## src/rtl/mmio_ata_pkg.sv

```systemverilog
package mmio_ata_pkg;
   localparam int HOST_W = 32;
   localparam int DP_W   = 16;

   localparam logic [1:0] SZ_BYTE = 2'd0;
   localparam logic [1:0] SZ_HALF = 2'd1;

   typedef enum logic [1:0] {
      RT_TASK = 2'd0,
      RT_CTL  = 2'd1,
      RT_DATA = 2'd2,
      RT_NONE = 2'd3
   } route_t;

   typedef enum logic {
      ST_IDLE = 1'b0,
      ST_HIGH = 1'b1
   } phase_t;
endpackage

```

## src/rtl/mmio_ata_swap.sv

```systemverilog
module mmio_ata_swap #(
   parameter int LANES = 4
) (
   input  logic [LANES*8-1:0] din,
   output logic [LANES*8-1:0] dout
);
   generate
      if (LANES < 1) begin : g_bad
         $error("mmio_ata_swap: LANES must be at least 1");
      end
      for (genvar i = 0; i < LANES; i++) begin : g_lane
         assign dout[i*8 +: 8] = din[(LANES-1-i)*8 +: 8];
      end
   endgenerate
endmodule

```

## src/rtl/mmio_ata_decode.sv

```systemverilog
module mmio_ata_decode
   import mmio_ata_pkg::*;
#(
   parameter int HADDR_W    = 32,
   parameter int WIN_W      = 12,
   parameter int STRIDE_LSB = 4,
   parameter int CTL_IDX_A  = 8,
   parameter int CTL_IDX_B  = 22,
   parameter int TF_LAST    = 7
) (
   input  logic [HADDR_W-1:0] addr,
   input  logic [1:0]         size,
   output route_t             route,
   output logic [2:0]         tf_sel
);
   localparam int IDX_W = WIN_W - STRIDE_LSB;

   logic [IDX_W-1:0] idx;
   assign idx    = addr[WIN_W-1:STRIDE_LSB];
   assign tf_sel = idx[2:0];

   always_comb begin
      route = RT_NONE;
      if (size == SZ_BYTE) begin
         if (idx >= IDX_W'(1) && idx <= IDX_W'(TF_LAST))
            route = RT_TASK;
         else if (idx == IDX_W'(CTL_IDX_A) || idx == IDX_W'(CTL_IDX_B))
            route = RT_CTL;
      end else if (idx == '0) begin
         route = RT_DATA;
      end
   end
endmodule

```

## src/rtl/mmio_ata_bridge.sv

```systemverilog
module mmio_ata_bridge
   import mmio_ata_pkg::*;
#(
   parameter int HADDR_W    = 32,
   parameter int WIN_W      = 12,
   parameter int STRIDE_LSB = 4,
   parameter int CTL_IDX_A  = 8,
   parameter int CTL_IDX_B  = 22,
   parameter int TF_LAST    = 7
) (
   input  logic              clk,
   input  logic              rst,
   input  logic              req_valid,
   output logic              req_ready,
   input  logic              req_write,
   input  logic [1:0]        req_size,
   input  logic [HADDR_W-1:0] req_addr,
   input  logic [31:0]       req_wdata,
   output logic              rsp_valid,
   output logic [31:0]       rsp_rdata,
   output logic [2:0]        tf_idx,
   output logic              tf_wr,
   output logic              tf_rd,
   output logic [7:0]        tf_wdata,
   input  logic [7:0]        tf_rdata,
   output logic [7:0]        dev_ctl,
   input  logic [7:0]        alt_status,
   output logic              dp_wr,
   output logic              dp_rd,
   output logic [15:0]       dp_wdata,
   input  logic [15:0]       dp_rdata
);
   localparam int IDX_W    = WIN_W - STRIDE_LSB;
   localparam int IDX_MAX  = (1 << IDX_W) - 1;
   localparam int H_LANES  = DP_W / 8;
   localparam int W_LANES  = HOST_W / 8;

   generate
      if (WIN_W <= STRIDE_LSB || WIN_W > HADDR_W) begin : g_bad_win
         $error("mmio_ata_bridge: window width inconsistent with stride");
      end
      if (CTL_IDX_A > IDX_MAX || CTL_IDX_B > IDX_MAX) begin : g_bad_ctl
         $error("mmio_ata_bridge: control index outside window");
      end
      if (TF_LAST < 1 || TF_LAST > 7) begin : g_bad_tf
         $error("mmio_ata_bridge: task-file range must be 1..7");
      end
   endgenerate

   route_t      route;
   logic [2:0]  tf_sel;
   phase_t      phase;
   logic        hi_write;
   logic [15:0] hi_buf;
   logic [15:0] lo_cap;
   logic        accept;
   logic        is_word;
   logic [15:0] wr_sw16;
   logic [31:0] wr_sw32;
   logic [15:0] rd_sw16;
   logic [31:0] rd_sw32;
   logic [31:0] rd_now;

   mmio_ata_decode #(
      .HADDR_W(HADDR_W), .WIN_W(WIN_W), .STRIDE_LSB(STRIDE_LSB),
      .CTL_IDX_A(CTL_IDX_A), .CTL_IDX_B(CTL_IDX_B), .TF_LAST(TF_LAST)
   ) u_dec (
      .addr(req_addr), .size(req_size), .route(route), .tf_sel(tf_sel)
   );

   mmio_ata_swap #(.LANES(H_LANES)) u_sw_wh (.din(req_wdata[15:0]), .dout(wr_sw16));
   mmio_ata_swap #(.LANES(W_LANES)) u_sw_ww (.din(req_wdata),       .dout(wr_sw32));
   mmio_ata_swap #(.LANES(H_LANES)) u_sw_rh (.din(dp_rdata),        .dout(rd_sw16));
   mmio_ata_swap #(.LANES(W_LANES)) u_sw_rw (.din({dp_rdata, lo_cap}), .dout(rd_sw32));

   assign req_ready = (phase == ST_IDLE);
   assign accept    = req_valid && req_ready;
   assign is_word   = (req_size != SZ_HALF);

   assign tf_idx   = tf_sel;
   assign tf_wdata = req_wdata[7:0];
   assign tf_wr    = accept &&  req_write && (route == RT_TASK);
   assign tf_rd    = accept && !req_write && (route == RT_TASK);

   assign dp_wr = (accept &&  req_write && (route == RT_DATA)) ||
                  ((phase == ST_HIGH) &&  hi_write);
   assign dp_rd = (accept && !req_write && (route == RT_DATA)) ||
                  ((phase == ST_HIGH) && !hi_write);
   assign dp_wdata = (phase == ST_HIGH) ? hi_buf :
                     (is_word ? wr_sw32[15:0] : wr_sw16);

   always_comb begin
      rd_now = '0;
      if (!req_write) begin
         unique case (route)
            RT_TASK: rd_now = {24'd0, tf_rdata};
            RT_CTL:  rd_now = {24'd0, alt_status};
            RT_DATA: rd_now = {16'd0, rd_sw16};
            RT_NONE: begin
               if (req_size == SZ_BYTE)      rd_now = 32'h0000_00FF;
               else if (req_size == SZ_HALF) rd_now = 32'h0000_FFFF;
               else                          rd_now = 32'hFFFF_FFFF;
            end
         endcase
      end
   end

   always_ff @(posedge clk) begin
      if (rst) begin
         phase     <= ST_IDLE;
         hi_write  <= 1'b0;
         hi_buf    <= '0;
         lo_cap    <= '0;
         dev_ctl   <= '0;
         rsp_valid <= 1'b0;
         rsp_rdata <= '0;
      end else begin
         rsp_valid <= 1'b0;
         if (phase == ST_HIGH) begin
            phase     <= ST_IDLE;
            rsp_valid <= 1'b1;
            rsp_rdata <= hi_write ? 32'd0 : rd_sw32;
         end else if (accept) begin
            if (route == RT_CTL && req_write)
               dev_ctl <= req_wdata[7:0];
            if (route == RT_DATA && is_word) begin
               phase    <= ST_HIGH;
               hi_write <= req_write;
               hi_buf   <= wr_sw32[31:16];
               lo_cap   <= dp_rdata;
            end else begin
               rsp_valid <= 1'b1;
               rsp_rdata <= rd_now;
            end
         end
      end
   end
endmodule

```

## config.mk

```make
export PLATFORM = sky130hd
export DESIGN_NAME = mmio_ata_bridge
export DESIGN_NICKNAME = d
export VERILOG_FILES = /design/src/rtl/mmio_ata_pkg.sv /design/src/rtl/mmio_ata_swap.sv /design/src/rtl/mmio_ata_decode.sv /design/src/rtl/mmio_ata_bridge.sv
export SDC_FILE = /design/constraint.sdc
export NUM_CORES = 1
export LEC_CHECK = 0
export CAP_MARGIN = 20
export CELL_PAD_IN_SITES_DETAIL_PLACEMENT = 0
export CELL_PAD_IN_SITES_GLOBAL_PLACEMENT = 1
export CORE_MARGIN = 3
export CORE_UTILIZATION = 40
export DETAILED_ROUTE_END_ITERATION = 10
export DONT_BUFFER_PORTS = 1
export PLACE_DENSITY_LB_ADDON = 0.1
export SYNTH_ARGS = -nofsm -noshare
export SYNTH_HDL_FRONTEND = slang
export SYNTH_HIERARCHICAL = 1
export SYNTH_SLANG_ARGS = --single-unit
```

## constraint.sdc

```tcl
create_clock -name clk -period 5.4 [get_ports clk]
set_input_delay 0.54 -clock clk [delete_from_list [all_inputs] [get_ports clk]]
set_output_delay 0.54 -clock clk [all_outputs]
set_load 0.01 [all_outputs]
```

# ---- After elaboration in Yosys (flattened, before gate mapping)
# Cells that the tools add are included.
dict set report word_totals {
  ff_bits 75
  inputBits 102
  output_inout_bits 73
}
dict set report op_classes {
  magnitude_cmp 2
  eq_ne 8
  n_mux 18
  n_bitwise 2
  reduce_logical 25
}
# op n
set op_table {}
lappend op_table {{$mux 32} 7}
lappend op_table {{$pmux 32 s4} 1}
lappend op_table {{$mux 16} 2}
lappend op_table {{$logic_and 1x1->1} 12}
lappend op_table {{$eq 8x4->1 const B} 1}
lappend op_table {{$eq 8x5->1 const B} 1}
lappend op_table {{$ge 8x1->1 const B} 1}
lappend op_table {{$le 8x3->1 const B} 1}
lappend op_table {{$logic_not 8->1} 1}
lappend op_table {{$mux 2} 3}
lappend op_table {{$reduce_and 3->1} 2}
lappend op_table {{$mux 1} 5}
lappend op_table {{$eq 2x1->1 const B} 2}
lappend op_table {{$eq 2x2->1 const B} 2}
lappend op_table {{$logic_not 2->1} 2}
lappend op_table {{$logic_or 1x1->1} 3}
lappend op_table {{$reduce_or 3->1} 1}
lappend op_table {{$logic_not 1->1} 2}
lappend op_table {{$ne 2x1->1 const B} 1}
lappend op_table {{$ne 2x2->1 const B} 1}
lappend op_table {{$not 1->1} 2}
lappend op_table {{$reduce_and 2->1} 1}
lappend op_table {{$reduce_bool 2->1} 1}

# ---- Longest topological paths before layout
# Gate-level depths: netlist of the first run.
dict set report depth {
  depth_word 11
  ltp_mapped 11
  ltp_nobuf 7
}

# ---- Hierarchy
# Netlist of the first run, hierarchy kept.
# module n_inst cells_per_inst area_per_inst_um2
set modules_own_cells {}
lappend modules_own_cells {mmio_ata_bridge 1 444 3595.9}
lappend modules_own_cells {{mmio_ata_swap (u_sw_rw ...)} 2 32 240.2}
lappend modules_own_cells {{mmio_ata_swap (u_sw_rh ...)} 2 16 120.1}
lappend modules_own_cells {mmio_ata_decode 1 13 100.1}

# ---- Worst setup path before layout of the first run
# OpenSTA, ideal clock, no wires.
dict set report synth_timing {
  path_type {input port to flip-flop}
  from {input port req_addr[10]}
  to {register hi_buf[0]}
  setup_ps 132
  arrival_ps 2469
  setup_slack_ps 2799
  path_stages 8
  n_path_buf 2
  cell_sequence {or3_1 -> or4_1 -> nand2b_1 -> or4b_4 -> buf_6 -> buf_6 -> nand2_1 -> a21oi_1}
}
dict set report synth_between {
  word_cells_on_any_way 14
  cone_classes {order compare (2); eq/ne (3); mux (4); reduce/logical (5)}
}
# element line_no
set synth_rtl {}
lappend synth_rtl {{from (decl)} mmio_ata_bridge.sv:17} ;# input logic [HADDR_W-1:0] req_addr,
lappend synth_rtl {{$ge 8x1->1 or $le 8x3->1 (tied branches)} mmio_ata_decode.sv:25} ;# if (idx >= IDX_W'(1) && idx <= IDX_W'(TF_LAST))
lappend synth_rtl {{$logic_and 1x1->1} mmio_ata_decode.sv:25}
lappend synth_rtl {{$mux 2} mmio_ata_decode.sv:25}
lappend synth_rtl {{$mux 2 *} mmio_ata_decode.sv:24} ;# if (size == SZ_BYTE) begin
lappend synth_rtl {{named net route[0]} mmio_ata_bridge.sv:50} ;# route_t route;
lappend synth_rtl {{$eq 2x2->1 *} mmio_ata_bridge.sv:126} ;# if (route == RT_DATA && is_word) begin
lappend synth_rtl {{$logic_and 1x1->1 *} mmio_ata_bridge.sv:126}
lappend synth_rtl {{$reduce_and 3->1 (no line) *} -}
lappend synth_rtl {{to (signal assigned)} mmio_ata_bridge.sv:129} ;# hi_buf <= wr_sw32[31:16];
lappend synth_rtl {{to (decl)} mmio_ata_bridge.sv:54} ;# logic [15:0] hi_buf;
# The timed path passes the listed nets; every way through them passes the cells marked *.
# A chain may end at the register's enable or synchronous reset.

# ---- Final worst setup path of the first run
dict set report layout_timing {
  from {input port req_addr[10]}
  to {register rsp_rdata[26]}
}
dict set report layout_between {
  word_cells_on_any_way 23
  cone_classes {order compare (2); eq/ne (6); mux (9); reduce/logical (6)}
}
# element line_no
set layout_rtl {}
lappend layout_rtl {{$ge 8x1->1 or $le 8x3->1 (tied branches)} mmio_ata_decode.sv:25}
lappend layout_rtl {{$logic_and 1x1->1} mmio_ata_decode.sv:25}
lappend layout_rtl {{$mux 2} mmio_ata_decode.sv:25}
lappend layout_rtl {{$mux 2 *} mmio_ata_decode.sv:24}
lappend layout_rtl {{named net route[0]} mmio_ata_bridge.sv:50}
lappend layout_rtl {{$eq 2x2->1 (tied with other cells)} mmio_ata_bridge.sv:95} ;# unique case (route)
lappend layout_rtl {{$pmux 32 s4} mmio_ata_bridge.sv:95}
lappend layout_rtl {{$mux 32} mmio_ata_bridge.sv:94} ;# if (!req_write) begin
lappend layout_rtl {{$mux 32} mmio_ata_bridge.sv:126}
lappend layout_rtl {{$mux 32} mmio_ata_bridge.sv:123} ;# end else if (accept) begin
lappend layout_rtl {{$mux 32} mmio_ata_bridge.sv:119} ;# if (phase == ST_HIGH) begin
lappend layout_rtl {{to (signal assigned)} mmio_ata_bridge.sv:122} ;# rsp_rdata <= hi_write ? 32'd0 : rd_sw32;
lappend layout_rtl {{to (signal assigned)} mmio_ata_bridge.sv:133} ;# rsp_rdata <= rd_now;
lappend layout_rtl {{to (decl)} mmio_ata_bridge.sv:20} ;# output logic [31:0] rsp_rdata,
# The timed path passes the listed nets; every way through them passes the cells marked *. The select of a mux whose other input is x is not followed.

==> results by group, run 1 <==
Setup path
  – Buffers plus inverters on the worst setup path: 0
  – Peak fanout along the critical path: 21
  – Reg2reg path depth: 4
  – Worst setup SP type: input port
  – Worst setup path endpoint: rsp_rdata[26]
  – WP depth: 6
  – Required @ worst endpoint: 5.57 ns
  – Reg-to-reg startpoint: phase
  – Reg2reg end: rsp_rdata[26]
  – Crit path DAT: between 3 and 4 ns
  – Worst path max stage delay: around 0.78 ns
  – Slowest cell on the critical path: or4_1
  – Crit path launch: req_addr[10]
  – Kind of critical path: input port to register
  – Endpoint type of the worst setup path: register
  – Critical path's top delay family: simple AND/OR/NAND/NOR gates
  – R2r setup slk: 3.09 ns
  – Cell Chain, Critical Path: or3_1, or4_1, nand2b_1, o21ai_4, and2_1, a221oi_1

Cells and area
  – FILL cells: between 1,000 and 1,500
  – Non-filler instance count after layout: 566
  – Post-layout nets: about 530
  – Area of the multi-input gates: 1840 um^2
  – Area Overhead vs Synth: -13.1%
  – Antenna Cells: 0
  – FF+latch area: roughly 1500 um^2
  – Share of layout cells above drive strength 1: 8.84%

Run status
  – Status: finished clean

Timing
  – Least-Margin Pin Slew: 0.881 ns
  – Final period util: between 60% and 70%
  – Slew Limit Headroom: 41.0%
  – Fin worst setup slack: approximately 1.9 ns
  – Setup TNS: 0 ns
  – Fmax: about 0.29 GHz
  – Final slew viol count: 0
  – Worst hold slack: 0.262 ns
  – Min Tclk post-route: 3.50 ns
  – RSZ-0062 raised after global routing: false
  – Hold Vio Cnt, Final: 0
  – Final setup fails: 0
  – Layout Skew: 0.0107 ns

Floorplan
  – Die ar.: 12,300 um^2
  – Initial cell density of the core: 42.0%
  – Die Width: 111 um
  – Top Ports: 175
  – Core Region: 10,500 um^2
  – Site Rows: 37
  – Height of the die: 111 um

Pwr
  – Lkg Pwr: 0.00126 uW
  – PD cells: 302 nW/um^2
  – Worst vdd ir: 0.163 mV
  – Final Total Pwr: 1160 uW

Synthesis
  – Main synth FF type: dfxtp_1
  – Cell count after synthesis: 553
  – Register area share after synthesis: 34.0%
  – Post-synth top area share: between 30 and 40%
  – Post-synth ARST share: 0%
  – Post-synth EDFFs: 0
  – Synth unique cells: 37
  – Biggest area consumer among synthesized cells: dfxtp_1
  – Syn_nets: 655
  – #FFs+latches synth: 75
  – Yosys warns: 6
  – Area contributors post-synth: dfxtp_1 34%, buf_4 18%, nand2_1 9.9%
  – Average instance area after synthesis: 7.99 um^2
  – Cell Area, Synth: 4420 um^2

GRT
  – First-pass GRT wire length: about 16 mm
  – GR Overflow Total: 0
  – Largest net degree at the start of global routing: 76
  – Initial antenna violation count: 0
  – Vias in the first global route: 3,042
  – Gr usage total: 16.3%

Clock tree
  – Max clock buf depth: 2
  – CTS buffer count: 9
  – Clock Latency Late Sink: 0.34 ns
  – CTS tree: built
  – Worst-path clk slew: about 0.080 ns
  – CTS root buffer: clkbuf_8
  – CTS Hold Buffers Added: 0
  – Post-CTS setup buffer count: 0
  – # resized after CTS: 0
  – H-tree Lvls: 3
  – Clock sinks: 75

Flow run
  – Max Cap Viol: 0

Placed design
  – Placed insts: about 550
  – RD Place Congestion: 0.748
  – Setup WS pre-CTS: between 1.5 and 2 ns
  – Port-buffer cells: 0
  – HPWL Detailed: slightly below 7 mm

Drt
  – Routed WL: 10.3 mm
  – Vias per inst: 5.32
  – Post-route DRC: 0
  – First-pass iteration count of the detailed router: 4
  – Wire per inst: ~18 um
  – DR vias: 3,010
  – Iter 0 DRT Violations: 124
  – ANT nets after route: 0

Hold path
  – Hold Crit Class: input port to register
## cells in the final DEF (no fill, tap or decap), drive strengths merged
cell / Yosys / final
nand2: 116 / 116
dfxtp: 75 / 75
a21oi: 35 / 35
nor2: 32 / 32
mux2i: 24 / 24
o21ai: 24 / 24
inv: 17 / 17
a221oi: 17 / 17
a21o: 16 / 16
a31oi: 15 / 15
clkbuf: 17 / 11
mux2: 8 / 8
o221ai: 8 / 8
buf: 126 / 5
nand2b: 3 / 3
nor3: 3 / 3
nor4: 2 / 2
bufinv: 0 / 2
xnor2: 2 / 2
nor4b: 2 / 2
clkinv: 0 / 2
nor2b: 1 / 1
a22o: 1 / 1
or3b: 1 / 1
o22ai: 1 / 1
or4b: 1 / 1
and2: 1 / 1
a22oi: 1 / 1
or3: 1 / 1
or4: 1 / 1
nand4b: 1 / 1
a2bb2oi: 1 / 1
## registers in the layout, indices dropped and copies added, names as in the netlist
name       cells
rsp_rdata     32
hi_buf        16
lo_cap        16
dev_ctl        8
hi_write       1
phase          1
rsp_valid      1
## power breakdown
group,internal (uW),switching [uW]
clock network,283,211
logic,33.6,43.1
registers,570,20.0
total,887,274
## final cells by class
type / count / area share [%]
multi-input combinational: 318 / 47.9
sequential: 75 / 39.1
timing repair buffer: 5 / 0.978
inverter: 17 / 1.66
clock buffer: 11 / 3.94
clock inverter: 4 / 1.92
tap: 136 / 4.43
## cells by family (layout without fill, tap and decap cells)
family          count (synthesis)  after routing  synth area share (%)
xor+xnor                        2              2                 0.397
flops                          75             75                  34.0
buf+inv                       160             37                  24.4
compound gates                119            119                  17.6
simple gates                  165            165                  16.1
mux                            32             32                  7.48
## per-layer routing
| layer | GRT usage, % | up-vias | share of wire (%) |
|---|---|---|---|
| met4 | 4.87 | 0 | 1.9 |
| met5 | 0 | - | 0 |
| li1 | - | 1492 | - |
| met1 | 17.5 | 1405 | 39 |
| met3 | 5.95 | 16 | 6.9 |
| met2 | 29.7 | 97 | 52 |
## worst min path at each step
stage	cells after the start	end	startpoint
after detailed placement	2	hi_buf[1]	hi_buf[1]
after CTS	1	lo_cap[5]	rst
final	1	rsp_valid	rst
after global placement	2	hi_buf[10]	hi_buf[10]
after floorplan	2	hi_buf[0]	hi_buf[0]
after global routing	1	lo_cap[1]	rst
## stage by stage
step	instance area (um^2)	util (%)
final	3840	36.5
after global routing	3840	36.5
after CTS	3840	36.5
after detailed placement	3610	34.4
after global placement	3610	34.4
after floorplan	4420	-
## synth_stat cells, drive strengths merged, types with 2 or more instances
library cell,number
buf,126
nand2,116
dfxtp,75
a21oi,35
nor2,32
mux2i,24
o21ai,24
a221oi,17
clkbuf,17
inv,17
a21o,16
a31oi,15
mux2,8
o221ai,8
nand2b,3
nor3,3
nor4,2
nor4b,2
xnor2,2
No activity file was read; power rests on OpenSTA's default activity.
==> inputs of run 2 (changes only) <==
- ABC_AREA: not set -> 1
- CORE_UTILIZATION: 40 -> 39
- clock period: 5.4 -> 2.8 ns (I/O delays scaled with it)
==> run 2 against run 1 <==
  * Clock power grew 140%
  * Area after synthesis up 8.4%
  * Count of clock-buffer cells in the layout is 2 higher
  * Sequential cell count stayed put
  * Non-clock buffer count increased by 8
  * Cell count up 41%
  * Total power up 130%
  * Sequential power up 98%
  * Sequential share of layout area decreased by 5.0 points
  * Setup slack got worse by 1.2 ns
  * Combinational power rose to 4.1 times the previous value
  * Global-route usage is 1.9 points higher
  * Largest cell class unchanged
==> results by group, run 2 <==
Synthesis
  – Biggest area consumer among synthesized cells: dfxtp_1
  – Largest family of logic cells by synthesized area: simple AND/OR/NAND/NOR gates
  – Cell Area, Synth: 4790 um^2
  – Xor and xnor area share after synthesis: 0%
  – Post-synthesis mux area share: 0%
  – Synth unique cells: 26
  – #FFs+latches synth: 75
  – Simple-Gate Fraction of Synth Area: 34.8%
  – Area contributors post-synth: dfxtp_1 31%, nand2_1 21%, buf_4 18%
  – Synth Area in Compound Gates: about 8.5%
  – Main synth FF type: dfxtp_1
  – Synth top cells by count: 267 x nand2_1, 114 x buf_4, 108 x nor2_1
  – Post-synth ARST share: 0%
  – Adder-Cell Fraction of Synth Area: 0%
  – Register area share after synthesis: between 30% and 40%
  – Yosys warns: 6
  – Average instance area after synthesis: 6.24 um^2
  – Syn_nets: 869
  – Post-synth EDFFs: 0
  – Count leader, synth: nand2_1
  – Post-synth top area share: 31.4%
  – Cell count after synthesis: between 700 and 800

Setup path
  – Peak fanout along the critical path: 38
  – Crit path DAT: approximately 1.9 ns
  – Kind of critical path: register to output pin
  – Worst setup SP type: register
  – Required @ worst endpoint: 2.52 ns
  – Endpoint type of the worst setup path: output pin

Drt
  – First-pass iteration count of the detailed router: 4
  – ANT nets after route: 0
  – Wire per inst: 15.3 um
  – Iter 0 DRT Violations: 154
  – DR vias: around 3,800
  – Routed WL: around 12 mm
  – Vias per inst: between 4 and 5
  – Post-route DRC: 0

Clock tree
  – H-tree Lvls: 3
  – CTS buffer count: 9
  – CTS tree: built
  – Clock Latency Late Sink: 0.34 ns
  – Clock sinks: 75
  – CTS root buffer: clkbuf_16
  – Worst-path clk slew: 0.06 ns
  – Max clock buf depth: 2
  – # resized after CTS: 0

Floorplan
  – Die Width: approximately 120 um
  – Core Region: between 10,000 and 15,000 um^2
  – Site Rows: 39
  – Initial cell density of the core: 40.9%
  – Die ar.: 13,600 um^2
  – Height of the die: 117 um
  – Top Ports: about 180

Cells and area
  – Commonest non-fill, non-tap cell in the layout: nand2_1
  – Area Overhead vs Synth: -8.03%
  – Biggest register: rsp_rdata
  – Post-layout nets: 751
  – Max reg flops: 32
  – FILL cells: 1,322
  – Most frequent cells in the layout: 267 x nand2_1, 108 x nor2_1, 75 x dfxtp_1
  – Antenna Cells: 0
  – Area of the multi-input gates: slightly above 2000 um^2
  – FF+latch area: 1500 um^2
  – Share of layout cells above drive strength 1: 5.96%
  – Biggest regs: rsp_rdata (32), hi_buf (16), lo_cap (16)

Timing
  – Least-Margin Pin Slew: 1.04 ns
  – Final slew viol count: 0
  – Hold Vio Cnt, Final: 0
  – Final setup fails: 0
  – Slew Limit Headroom: 30.7%
  – Min Tclk post-route: 2.13 ns
  – Layout Skew: 0.00736 ns
  – Setup TNS: 0 ns
  – Fmax: 0.469 GHz
  – Final period util: 76.2%
  – RSZ-0062 raised after global routing: false

Pwr
  – Clock share of power: 44.6%
  – Worst vdd ir: 0.255 mV
  – Final Total Pwr: about 2700 uW
  – Lkg Pwr: ~0.002 uW
  – Switch share: between 20% and 30%
  – Comb power frac: between 10% and 20%
  – Sequential power share: 43.7%
  – Sw power: 715 uW
  – PD cells: 609 nW/um^2
  – P_int: 1970 uW

Placed design
  – Port-buffer cells: 0
  – HPWL Detailed: 8.22 mm
  – RD Place Congestion: 0.733

Flow run
  – Max Cap Viol: 0

GRT
  – Vias in the first global route: 3,658
  – First-pass GRT wire length: roughly 19 mm
  – GR Overflow Total: 0
  – Largest net degree at the start of global routing: 50
  – Initial antenna violation count: 0
  – Gr usage total: 18.2%

Run status
  – Status: finished clean

Hold path
  – Hold Crit Class: input port to register
-- run 2: cell count changes in the layout (fill, tap and decap cells not counted), moves of 8 or more --
cell,delta
nand2_1,+151
nor2_1,+77
inv_1,+38
nand3_1,+25
mux2i_1,-24
a221oi_1,-17
a21o_1,-16
a21oi_1,+16
o21ai_0,-15
clkbuf_16,+9
clkbuf_8,-9
mux2_2,-8
o221ai_1,-8
-- run 2: final cells by class --
| type | instances | area share (%) |
|---|---|---|
| Clock buffer | 13 | 5.91 |
| Inverter | 59 | 5.03 |
| Clock inverter | 3 | 1.05 |
| Sequential cell | 75 | 34.1 |
| Tap cell | 143 | 4.06 |
| Timing Repair Buffer | 13 | 2.79 |
| Multi-Input combinational cell | 491 | 47.0 |
-- run 2: worst max-delay path, stage by stage (launching register included) --
cell and delay, ns:
dfxtp_1 0.38, inv_2 0.30, nor2_4 0.58, a31o_2 0.25
-- run 2: worst paths after layout --
kind | start | to | slack [ns] | cells after the start
worst min-delay path | req_wdata[13] | hi_buf[5] | 0.08 | 2
worst max register to register | phase | rsp_rdata[14] | 0.88 | 7
worst max-delay path | phase | dp_rd | 0.67 | 3
worst min register to register | lo_cap[6] | lo_cap[6] | 0.46 | 2
-- run 2: metrics by stage --
| stage | hold WS [ns] | worst slack, ns | std cells | cell area (um^2) | util [%] |
|---|---|---|---|---|---|
| 6_report | 0.0805 | 0.666 | 797 | 4400 | 37.6 |
| 3_3_place_gp | 0.357 | 0.693 | 776 | 4050 | 34.5 |
| 4_1_cts | 0.000222 | 0.627 | 796 | 4390 | 37.5 |
| 5_1_grt | 0.0710 | 0.524 | 797 | 4400 | 37.6 |
| 2_1_floorplan | 0.423 | 0.887 | 767 | 4790 | - |
| 3_5_place_dp | 0.358 | 0.658 | 776 | 4050 | 34.5 |
-- run 2: kinds of logic after synthesis --
logic type / Yosys count
flops: 75
compound gates: 76
buf+inv: 201
simple gates: 415
-- run 2: routing by layer --
| layer | wire (um) | vias to the layer above | track usage, % |
|---|---|---|---|
| li1 | - | 2007 | - |
| met1 | 5340 | 1696 | 22.4 |
| met2 | 5830 | 114 | 30.2 |
| met3 | 847 | 13 | 5.76 |
| met4 | 196 | 0 | 6.12 |
| met5 | 0 | - | 0 |
-- run 2: what timing repair did --
action                                  4_1_cts  5_1_grt
endpoints found under the hold margin        22        1
hold buffers                                  4        1
endpoints found under the setup margin        0        0
setup buffers                                 0        0
-- run 2: power groups by stage --
stage	clock (uW)	combinational, uW	sequential [uW]
3_3_place_gp	0	300	1200
6_report	1200	314	1170
5_1_grt	1280	369	1180
4_1_cts	1230	320	1170
2_1_floorplan	0	361	1190
3_5_place_dp	0	302	1200
